--- config.mk ---
export PLATFORM = sky130hd
export DESIGN_NAME = byte_serial_mul
export DESIGN_NICKNAME = d
export VERILOG_FILES = /design/src/rtl/bsm_pkg.sv /design/src/rtl/bsm_operand_mask.sv /design/src/rtl/bsm_booth_row.sv /design/src/rtl/bsm_sequencer.sv /design/src/rtl/bsm_accum.sv /design/src/rtl/byte_serial_mul.sv
export SDC_FILE = /design/constraint.sdc
export NUM_CORES = 1
export LEC_CHECK = 0
export BUFFER_PORTS_ARGS = -buffer_cell sky130_fd_sc_hd__buf_2
export CAP_MARGIN = 5
export CORE_UTILIZATION = 55
export CTS_CLUSTER_DIAMETER = 60
export DETAILED_ROUTE_END_ITERATION = 10
export HOLD_SLACK_MARGIN = 0.05
export PLACE_DENSITY = 0.73
export SYNTH_ARGS = -nofsm -noshare
export SYNTH_HDL_FRONTEND = slang
export SYNTH_HIERARCHICAL = 1
export SYNTH_SLANG_ARGS = --single-unit
--- constraint.sdc ---
create_clock -name clk -period 11.8 [get_ports clk]
set_input_delay 2.36 -clock clk [delete_from_list [all_inputs] [get_ports clk]]
set_output_delay 2.36 -clock clk [all_outputs]
set_load 0.01 [all_outputs]
--- src/rtl/bsm_pkg.sv ---
// Shared constants and types for the byte-serial multiplier.
// Assumes the fraction format: 1 sign bit and 8 exponent bits sit above
// 47 stored fraction bits inside a 56-bit word.
package bsm_pkg;
    localparam int FRAC_W  = 56;  // multiplicand and multiplier width
    localparam int DIGIT_W = 8;   // multiplier bits consumed per step
    localparam int GUARD_W = 8;   // guard bits below the data register
    localparam int HEAD_W  = 9;   // sign plus exponent bits to clear

    typedef enum logic {
        ST_IDLE = 1'b0,
        ST_RUN  = 1'b1
    } bsm_state_e;
endpackage

--- src/rtl/bsm_operand_mask.sv ---
// Clears the sign and exponent positions of a raw operand word and
// sets the implied leading one just above the stored fraction.
// Assumes HEAD_W >= 2, so the hidden bit lands inside the cleared field.
module bsm_operand_mask #(
    parameter int W      = 56,
    parameter int HEAD_W = 9
) (
    input  logic [W-1:0] raw,
    output logic [W-1:0] masked
);
    localparam int FR_W = W - HEAD_W;
    localparam logic [W-1:0] KEEP   = {{HEAD_W{1'b0}}, {FR_W{1'b1}}};
    localparam logic [W-1:0] HIDDEN = W'(1) << FR_W;

    // Keep fraction bits, force the head field to the hidden-one pattern
    assign masked = (raw & KEEP) | HIDDEN;
endmodule

--- src/rtl/bsm_booth_row.sv ---
// Multiplies an unsigned MW-bit multiplicand by one unsigned DW-bit
// multiplier digit. The digit is zero-extended and recoded into
// radix-4 signed digits in {-2..+2}. Arithmetic is modulo 2^(MW+DW),
// which is exact because the true product always fits.
// Assumes DW is even.
module bsm_booth_row #(
    parameter int MW = 56,
    parameter int DW = 8
) (
    input  logic [MW-1:0]    md,
    input  logic [DW-1:0]    digit,
    output logic [MW+DW-1:0] prod
);
    localparam int NDIG  = DW / 2 + 1;
    localparam int EXT_W = 2 * NDIG + 1;
    localparam int PW    = MW + DW;

    logic [EXT_W-1:0] ext;
    logic [PW-1:0]    md_x;
    logic [PW-1:0]    term [NDIG];

    // Zero-extend the digit and append the implicit bit below it
    assign ext  = {{(EXT_W-DW-1){1'b0}}, digit, 1'b0};
    assign md_x = PW'(md);

    genvar k;
    generate
        for (k = 0; k < NDIG; k++) begin : g_dig
            logic [2:0]    sel3;
            logic          neg, one, two;
            logic [PW-1:0] mag;

            assign sel3 = ext[2*k+2 : 2*k];

            // Decode one overlapping bit triple into sign and magnitude
            always_comb begin
                neg = 1'b0;
                one = 1'b0;
                two = 1'b0;
                case (sel3)
                    3'b001, 3'b010: one = 1'b1;
                    3'b011:         two = 1'b1;
                    3'b100: begin neg = 1'b1; two = 1'b1; end
                    3'b101, 3'b110: begin neg = 1'b1; one = 1'b1; end
                    default: ;
                endcase
            end

            // Select the multiple, negate if needed, align to its weight
            assign mag     = one ? md_x : (two ? (md_x << 1) : '0);
            assign term[k] = (neg ? (~mag + PW'(1)) : mag) << (2 * k);
        end
    endgenerate

    // Add the recoded partial products
    always_comb begin
        prod = '0;
        for (int i = 0; i < NDIG; i++) begin
            prod = prod + term[i];
        end
    end
endmodule

--- src/rtl/bsm_sequencer.sv ---
// Control for one multiply. A start is taken only while idle. Exactly
// NSTEP step cycles follow, and done pulses for one cycle after the last.
// Assumes NSTEP >= 1.
module bsm_sequencer
    import bsm_pkg::*;
#(
    parameter int NSTEP = 7
) (
    input  logic clk,
    input  logic rst_n,
    input  logic start,
    output logic busy,
    output logic done,
    output logic load_en,
    output logic step_en
);
    localparam int CNT_W = (NSTEP > 1) ? $clog2(NSTEP) : 1;
    localparam logic [CNT_W-1:0] LAST = CNT_W'(NSTEP - 1);

    bsm_state_e       state;
    logic [CNT_W-1:0] cnt;
    logic             last_step;

    assign busy      = (state == ST_RUN);
    assign load_en   = start && (state == ST_IDLE);
    assign step_en   = (state == ST_RUN);
    assign last_step = step_en && (cnt == LAST);

    // State, step counter and completion pulse
    always_ff @(posedge clk) begin
        if (!rst_n) begin
            state <= ST_IDLE;
            cnt   <= '0;
            done  <= 1'b0;
        end else begin
            done <= last_step;
            if (load_en) begin
                state <= ST_RUN;
                cnt   <= '0;
            end else if (last_step) begin
                state <= ST_IDLE;
                cnt   <= '0;
            end else if (step_en) begin
                cnt <= cnt + CNT_W'(1);
            end
        end
    end
endmodule

--- src/rtl/bsm_accum.sv ---
// Accumulator made of a data register above a guard register. Each step
// adds the incoming row product and writes the sum back DW places to the
// right. The byte shifted out is registered on the side output.
// Assumes the sum never exceeds ACC_W bits, which holds when the row
// product is at most ACC_W bits wide and DW <= GUARD_W.
module bsm_accum #(
    parameter int ACC_W   = 64,
    parameter int GUARD_W = 8,
    parameter int DW      = 8
) (
    input  logic             clk,
    input  logic             rst_n,
    input  logic             clear,
    input  logic             step,
    input  logic [ACC_W-1:0] row,
    output logic [ACC_W-1:0] acc,
    output logic             lsb_valid,
    output logic [DW-1:0]    lsb_byte
);
    localparam int DATA_W = ACC_W - GUARD_W;

    logic [DATA_W-1:0]  data_q;
    logic [GUARD_W-1:0] guard_q;
    logic [ACC_W-1:0]   sum;
    logic [ACC_W-1:0]   shifted;

    assign acc     = {data_q, guard_q};
    assign sum     = acc + row;
    assign shifted = sum >> DW;

    // Clear on load, shift-accumulate on each step
    always_ff @(posedge clk) begin
        if (!rst_n) begin
            data_q  <= '0;
            guard_q <= '0;
        end else if (clear) begin
            data_q  <= '0;
            guard_q <= '0;
        end else if (step) begin
            data_q  <= shifted[ACC_W-1:GUARD_W];
            guard_q <= shifted[GUARD_W-1:0];
        end
    end

    // Register the dropped low byte and its strobe
    always_ff @(posedge clk) begin
        if (!rst_n) begin
            lsb_valid <= 1'b0;
            lsb_byte  <= '0;
        end else begin
            lsb_valid <= step;
            if (step) begin
                lsb_byte <= sum[DW-1:0];
            end
        end
    end
endmodule

--- src/rtl/byte_serial_mul.sv ---
// Top of the byte-serial fraction multiplier. It latches the masked
// multiplicand and the multiplier on an accepted start, then runs one
// recoded byte row per cycle into the accumulator.
// Assumes FRAC_W is a multiple of DIGIT_W and DIGIT_W <= GUARD_W.
module byte_serial_mul
    import bsm_pkg::*;
#(
    parameter int W_FRAC  = FRAC_W,
    parameter int W_DIGIT = DIGIT_W,
    parameter int W_GUARD = GUARD_W,
    parameter int W_HEAD  = HEAD_W
) (
    input  logic                       clk,
    input  logic                       rst_n,
    input  logic                       start,
    input  logic [W_FRAC-1:0]          mcand_in,
    input  logic [W_FRAC-1:0]          mplier_in,
    output logic                       busy,
    output logic                       done,
    output logic [W_FRAC+W_GUARD-1:0]  prod_out,
    output logic                       lsb_valid,
    output logic [W_DIGIT-1:0]         lsb_byte
);
    localparam int ACC_W = W_FRAC + W_GUARD;
    localparam int NSTEP = W_FRAC / W_DIGIT;
    localparam int ROW_W = W_FRAC + W_DIGIT;

    logic              load_en, step_en;
    logic [W_FRAC-1:0] md_masked;
    logic [W_FRAC-1:0] md_q;
    logic [W_FRAC-1:0] mq_q;
    logic [ROW_W-1:0]  row_prod;

    bsm_sequencer #(.NSTEP(NSTEP)) u_seq (
        .clk     (clk),
        .rst_n   (rst_n),
        .start   (start),
        .busy    (busy),
        .done    (done),
        .load_en (load_en),
        .step_en (step_en)
    );

    bsm_operand_mask #(.W(W_FRAC), .HEAD_W(W_HEAD)) u_mask (
        .raw    (mcand_in),
        .masked (md_masked)
    );

    // Operand registers: load on accept, shift the multiplier on each step
    always_ff @(posedge clk) begin
        if (!rst_n) begin
            md_q <= '0;
            mq_q <= '0;
        end else if (load_en) begin
            md_q <= md_masked;
            mq_q <= mplier_in;
        end else if (step_en) begin
            mq_q <= mq_q >> W_DIGIT;
        end
    end

    bsm_booth_row #(.MW(W_FRAC), .DW(W_DIGIT)) u_row (
        .md    (md_q),
        .digit (mq_q[W_DIGIT-1:0]),
        .prod  (row_prod)
    );

    bsm_accum #(.ACC_W(ACC_W), .GUARD_W(W_GUARD), .DW(W_DIGIT)) u_acc (
        .clk       (clk),
        .rst_n     (rst_n),
        .clear     (load_en),
        .step      (step_en),
        .row       (ACC_W'(row_prod)),
        .acc       (prod_out),
        .lsb_valid (lsb_valid),
        .lsb_byte  (lsb_byte)
    );
endmodule

# After elaboration in Yosys (flattened, before gate mapping)
# Cells that the tools add are included.
[totals]
elab_cells = 94
reg_bits = 174
in_bits = 115
out_inout_bits = 75
[classes]
mux = 30
n_reduce_logical = 17
n_bitwise = 6
n_eq_ne = 22
addsub = 10
[op_table]
columns = ["operator", "count"]
rows = [
  ["$add A64 B64 Y64", 4],
  ["$mux W49", 4],
  ["$mux W64", 2],
  ["$mux W62", 2],
  ["$mux W60", 2],
  ["$mux W58", 2],
  ["$mux W56", 2],
  ["$add A56 B64 Y64", 1],
  ["$add A64 B1 Y64 const B", 1],
  ["$not A64 Y64", 1],
  ["$add A62 B1 Y62 const B", 1],
  ["$not A62 Y62", 1],
  ["$add A60 B1 Y60 const B", 1],
  ["$not A60 Y60", 1],
  ["$add A58 B1 Y58 const B", 1],
  ["$not A58 Y58", 1],
  ["$mux W48", 1],
  ["$eq A3 B3 Y1 const B", 10],
  ["$eq A3 B2 Y1 const B", 6],
  ["$mux W1", 15],
  ["$reduce_or A2 Y1", 6],
  ["$reduce_or A3 Y1", 4],
  ["$reduce_or A4 Y1", 3],
  ["$eq A3 B1 Y1 const B", 3],
  ["6 further kinds", 10],
]

# Longest topological paths before layout
[logic_depth]
word_depth = 13
ltp_mapped = 47
depth_no_buf = 39

# Cells and area by module
# Netlist, hierarchy kept.
[by_module_without_submodules]
columns = ["module", "seq_area_each_um2", "cells_per_inst", "instances", "area_each_um2"]
rows = [
  ["bsm_booth_row", 0.0, 3031, 1, 20254.4],
  ["bsm_accum", 1301.2, 737, 1, 5949.5],
  ["byte_serial_mul", 2242.2, 428, 1, 5038.6],
  ["bsm_operand_mask", 0.0, 58, 1, 427.9],
  ["bsm_sequencer", 100.1, 23, 1, 245.2],
]

# Worst setup path before layout
# Ideal clock, no wire load.
[synth_path]
path_type = "register to register"
startpoint = "register mq_q[5]"
endpoint = "register u_acc.data_q[41]"
path_slack_ns = 1.597
period_less_slack_ns = 10.203
arrival_time_ns = 10.083
path_stages_with_launch = 44
required_ns = 11.681
setup_ns = 0.119
n_path_buf = 8
cell_sequence = "dfxtp_1 clkbuf_1 inv_1 clkbuf_1 ha_1 clkbuf_1 clkbuf_1 clkbuf_1 clkbuf_1 clkbuf_1 clkbuf_1 nand2_1 a21boi_0 ha_1 inv_1 a2111oi_0 nand2_1 nor2_1 [8 not listed] a21oi_1 o211ai_1 a31o_2 a22oi_1 o21ai_0 a21o_1 a211oi_1 o21ai_0 xor2_1 ha_1 nand4_1 or3_1 or4_4 o21ai_2 nor2_2 nor4b_1 xnor2_1 a21oi_1"
[synth_between]
elab_chain_cells = 12
elab_cells_between_ends = 38
classes_between = "6 x add/sub; 12 x eq/ne; 12 x mux; 2 x bitwise; 6 x reduce/logical"
[synth_lines]
columns = ["item", "line", "rtl"]
rows = [
  ["start, declared", "byte_serial_mul.sv:31", "logic [W_FRAC-1:0] mq_q;"],
  ["start signal, assigned", "byte_serial_mul.sv:56", "mq_q <= mplier_in;"],
  ["start signal, assigned", "byte_serial_mul.sv:58", "mq_q <= mq_q >> W_DIGIT;"],
  ["$eq A3 B2 Y1 / $eq A3 B3 Y1 (equally long branches)", "bsm_booth_row.sv:40", "case (sel3)"],
  ["$reduce_or A2 Y1 (no source line)", "-", ""],
  ["$mux W1", "bsm_booth_row.sv:40", ""],
  ["$mux W49", "bsm_booth_row.sv:50", "assign mag = one ? md_x : (two ? (md_x << 1) : '0);"],
  ["$mux W60", "bsm_booth_row.sv:50", ""],
  ["$not A60 Y60", "bsm_booth_row.sv:51", "assign term[k] = (neg ? (~mag + PW'(1)) : mag) << (2 * k);"],
  ["$add A60 B1 Y60", "bsm_booth_row.sv:51", ""],
  ["$mux W60", "bsm_booth_row.sv:51", ""],
  ["$add A64 B64 Y64", "bsm_booth_row.sv:59", "prod = prod + term[i];"],
  ["$add A64 B64 Y64 * (2 in a row)", "bsm_booth_row.sv:59", ""],
  ["named net row_prod[49]", "byte_serial_mul.sv:32", "logic [ROW_W-1:0] row_prod;"],
  ["$add A56 B64 Y64 *", "bsm_accum.sv:28", "assign sum = acc + row;"],
  ["end signal, assigned", "bsm_accum.sv:40", "data_q <= shifted[ACC_W-1:GUARD_W];"],
  ["end, declared", "bsm_accum.sv:22", "logic [DATA_W-1:0] data_q;"],
]
# The timed path passes the listed nets; every way through them passes the cells marked *.
# A chain may end at the register's enable or synchronous reset.

# Worst setup path after layout
[layout_path]
startpoint = "register mq_q[5]"
endpoint = "register u_acc.data_q[47]"
# Same word-level chain as after synthesis.

==> impl_metrics.json <==
{
  "setup_tns_ps": 0,
  "syn_inst": 4277,
  "worst_ep_arrival_time_ps": 11120,
  "grt_remaining_overflow": 0,
  "worst_slack_ps": 1003,
  "cts_resized": 0,
  "grt_pass1_vias": 29174,
  "p_leak_nw": 14.45,
  "async_flop_share": 0,
  "postSynthAreaPerCell_um2": 7.462,
  "mappedNetlistArea_mm2": 0.03192,
  "whs_endpoint": "u_acc/lsb_byte[2]",
  "finalCritPeriodShare": 0.9150,
  "rows": 87,
  "ys_warn_count": 6,
  "synth_edf_count": 0,
  "reg2reg_slack_ps": 1000,
  "powerDensity_mw_per_mm2": 216.5,
  "die_h_um": 242.9,
  "max_stage_delay_ps": 700,
  "drc_errors": 0,
  "ys_ff_latch": 182,
  "post_cts_buffers": 0,
  "drt_wl_total_um": 105100,
  "hold_buffers": 0,
  "cts.reportedPaths.clkPinSlew_ps": 80,
  "first_pass_iters": 9,
  "antennaDiodeCount": 0,
  "dp_hpwl_um": 81030,
  "post_drt_wl_per_cell_um": 21.33,
  "peakVddDrop_v": 0.0001649,
  "whs_ps": 480.3,
  "yosysUniqueCellTypes": 117,
  "place_ws_ps": 1331,
  "r2r_cells": 35,
  "cts_sinks": 182,
  "drive_above_1_share": 0.1107,
  "cts_tree": "yes",
  "critPathMaxFanout": 13,
  "ys_seq_area_frac": 0.1142,
  "drv_slew": 0,
  "num-nets-final": 4580,
  "core-area_mm2": 0.05682,
  "worstMarginPinSlew_ps": 1087,
  "vias_per_cell": 6.409,
  "r2r_start": "mq_q[5]",
  "skew_ps": 40.09,
  "report.final.hold_viol_count": 0,
  "vias": 31586,
  "die_w_um": 242.9,
  "setup_viol": 0,
  "max_freq_ghz": 0.09262,
  "drt_iter0_drc": 4121,
  "grt_max_degree": 105,
  "cp.required_ps": 12130,
  "run_status": "finished, final reports clean",
  "grt.total_usage": 0.3468,
  "clock_latency_ps": 520,
  "period_minus_slack_ps": 10800,
  "hold_depth": 1,
  "syn_to_final_growth_pct": 3.865,
  "htreeDepth": 4,
  "worstHoldPathType": "flop to flop",
  "r2r-end": "u_acc/data_q[47]",
  "slowest_stage": "or4_1",
  "startpoint_type": "flop",
  "rsz0062_at_grt": "false",
  "critical_path_class": "flop to flop",
  "min_from": "u_acc/lsb_byte[2]",
  "antenna_found_initial": 1,
  "finalPower_mw": 7.178,
  "die_area_mm2": 0.05900,
  "drv_cap": 0,
  "cts_root_buffer": "clkbuf_16",
  "numCtsBuffers": 17,
  "initial_core_util": 0.5617,
  "grt_pass1_wl_um": 164200,
  "synth-main-ff-cell": "dfxtp_1",
  "ant_nets": 0,
  "clockBufferDepth": 2,
  "gp_congestion": 0.9978,
  "end_kind": "flop",
  "slew_headroom": 0.2701,
  "io_buffers": 172,
  "io_pins": 190
}
per-stage QoR:
stage / cells / utilization / area, µm²
final: 4928 / 0.5834 / 33150
after global routing: 4928 / 0.5834 / 33150
after CTS: 4928 / 0.5834 / 33150
after detailed placement: 4896 / 0.5729 / 32550
after global placement: 4896 / 0.5729 / 32550
after floorplan: 4291 / - / 31970
worst max-delay path by stage:
stage | slack (ps) | cells past startpoint | from | end
4_1_cts | 1270 | 35 | mq_q[5] | u_acc/data_q[47]
6_report | 1000 | 35 | mq_q[5] | u_acc/data_q[47]
2_1_floorplan | 1600 | 43 | mq_q[5] | u_acc/data_q[41]
5_1_grt | 540 | 35 | mq_q[5] | u_acc/data_q[41]
3_3_place_gp | 1390 | 35 | mq_q[5] | u_acc/data_q[47]
3_5_place_dp | 1330 | 36 | mq_q[1] | u_acc/data_q[47]
cells in the final DEF, fill, tap and decap left out, types with 21 or more instances in the layout:
| cell | count |
|---|---|
| o21bai_1 | 27 |
| buf_4 | 107 |
| a21boi_0 | 27 |
| nand2b_1 | 98 |
| or3_1 | 23 |
| a22oi_1 | 65 |
| mux2i_1 | 110 |
| dfxtp_1 | 176 |
| o211a_1 | 60 |
| ha_1 | 132 |
| xnor2_1 | 222 |
| a221oi_1 | 21 |
| nand3b_1 | 32 |
| a21oi_1 | 269 |
| nor2_1 | 270 |
| a32oi_1 | 37 |
| nor3_1 | 69 |
| nand3_1 | 72 |
| o31ai_1 | 43 |
| and2_1 | 32 |
| o211ai_1 | 31 |
| or2_2 | 27 |
| fa_1 | 173 |
| o21ai_0 | 283 |
| a31oi_1 | 55 |
| nand4_1 | 41 |
| a22o_1 | 25 |
| nor2b_1 | 88 |
| nand2_1 | 423 |
| o221ai_1 | 25 |
| mux2_4 | 41 |
| inv_1 | 287 |
| a21o_1 | 63 |
| buf_2 | 171 |
| a211oi_1 | 26 |
| and3_1 | 21 |
| xor2_1 | 128 |
| o22ai_1 | 35 |
synthesized netlist by cell type (65+ instances only):
cell	count	area, µm²
nand3_1	72	360.4
ha_1	133	1664
dfxtp_1	182	3643
o21ai_0	283	1416
xnor2_1	224	1962
a21oi_1	269	1346
nand2_1	423	1588
nor3_1	69	345.3
nand2b_1	98	613.1
nor2_1	271	1017
mux2i_1	111	1111
fa_1	173	3463
nor2b_1	89	556.8
a22oi_1	65	488.0
xor2_1	130	1139
clkbuf_1	246	923.4
inv_1	287	1077
buf_4	72	540.5
area by class of cell:
type	count	area [µm²]
multi-input cells	3389	25200
fillers	5492	23670
flip-flops and latches	182	3659
repair buffers	278	1659
inverters	291	1092
well taps	756	945.9
clock buffers	18	429.2
clock inverters	14	168.9
layer usage:
layer  part of all wire  GRT usage  vias to the layer above
met5            0.00012          0                        -
met2               0.43     0.5387                     1816
met1               0.42     0.4662                    14824
met4              0.033     0.1228                        2
met3               0.11    0.08392                      220
li1                   -          -                    14724
cell families (layout without fill, tap and decap cells):
family / Yosys count / after routing / share of synthesized area
AO/OA/AOI/OAI: 1264 / 1264 / 0.2680
XOR/XNOR: 355 / 355 / 0.09785
adder cells (fa/ha/maj): 306 / 306 / 0.1607
buffers and inverters: 720 / 601 / 0.1010
flip-flops: 182 / 182 / 0.1142
multiplexers: 168 / 168 / 0.05975
other: 3 / 17 / 0.0003528
AND/OR/NAND/NOR: 1279 / 1279 / 0.1983
report_power, final:
| part | internal, mW | switching, mW |
|---|---|---|
| logic | 2.13 | 3.59 |
| clock network | 0.287 | 0.322 |
| registers | 0.712 | 0.144 |
| total | 3.13 | 4.05 |
worst max-delay path, delay by kind of cell, from the launching register on:
kind / cells / cell delay (ps)
fa+ha+maj: 6 / 2710
simple gates: 11 / 3780
buf+inv: 4 / 480
compound gates: 11 / 2580
flops: 1 / 580
xor+xnor: 3 / 460
registers in the layout, indices dropped and copies added (netlist names):
name	count
u_seq/cnt	3
u_acc/lsb_byte	8
md_q	56
mq_q	56
u_acc/data_q	48
u_acc/lsb_valid	1
u_seq/busy	1
u_seq/done	1
u_acc/guard_q	8
Note: power is estimated with default switching activity, not from simulation.
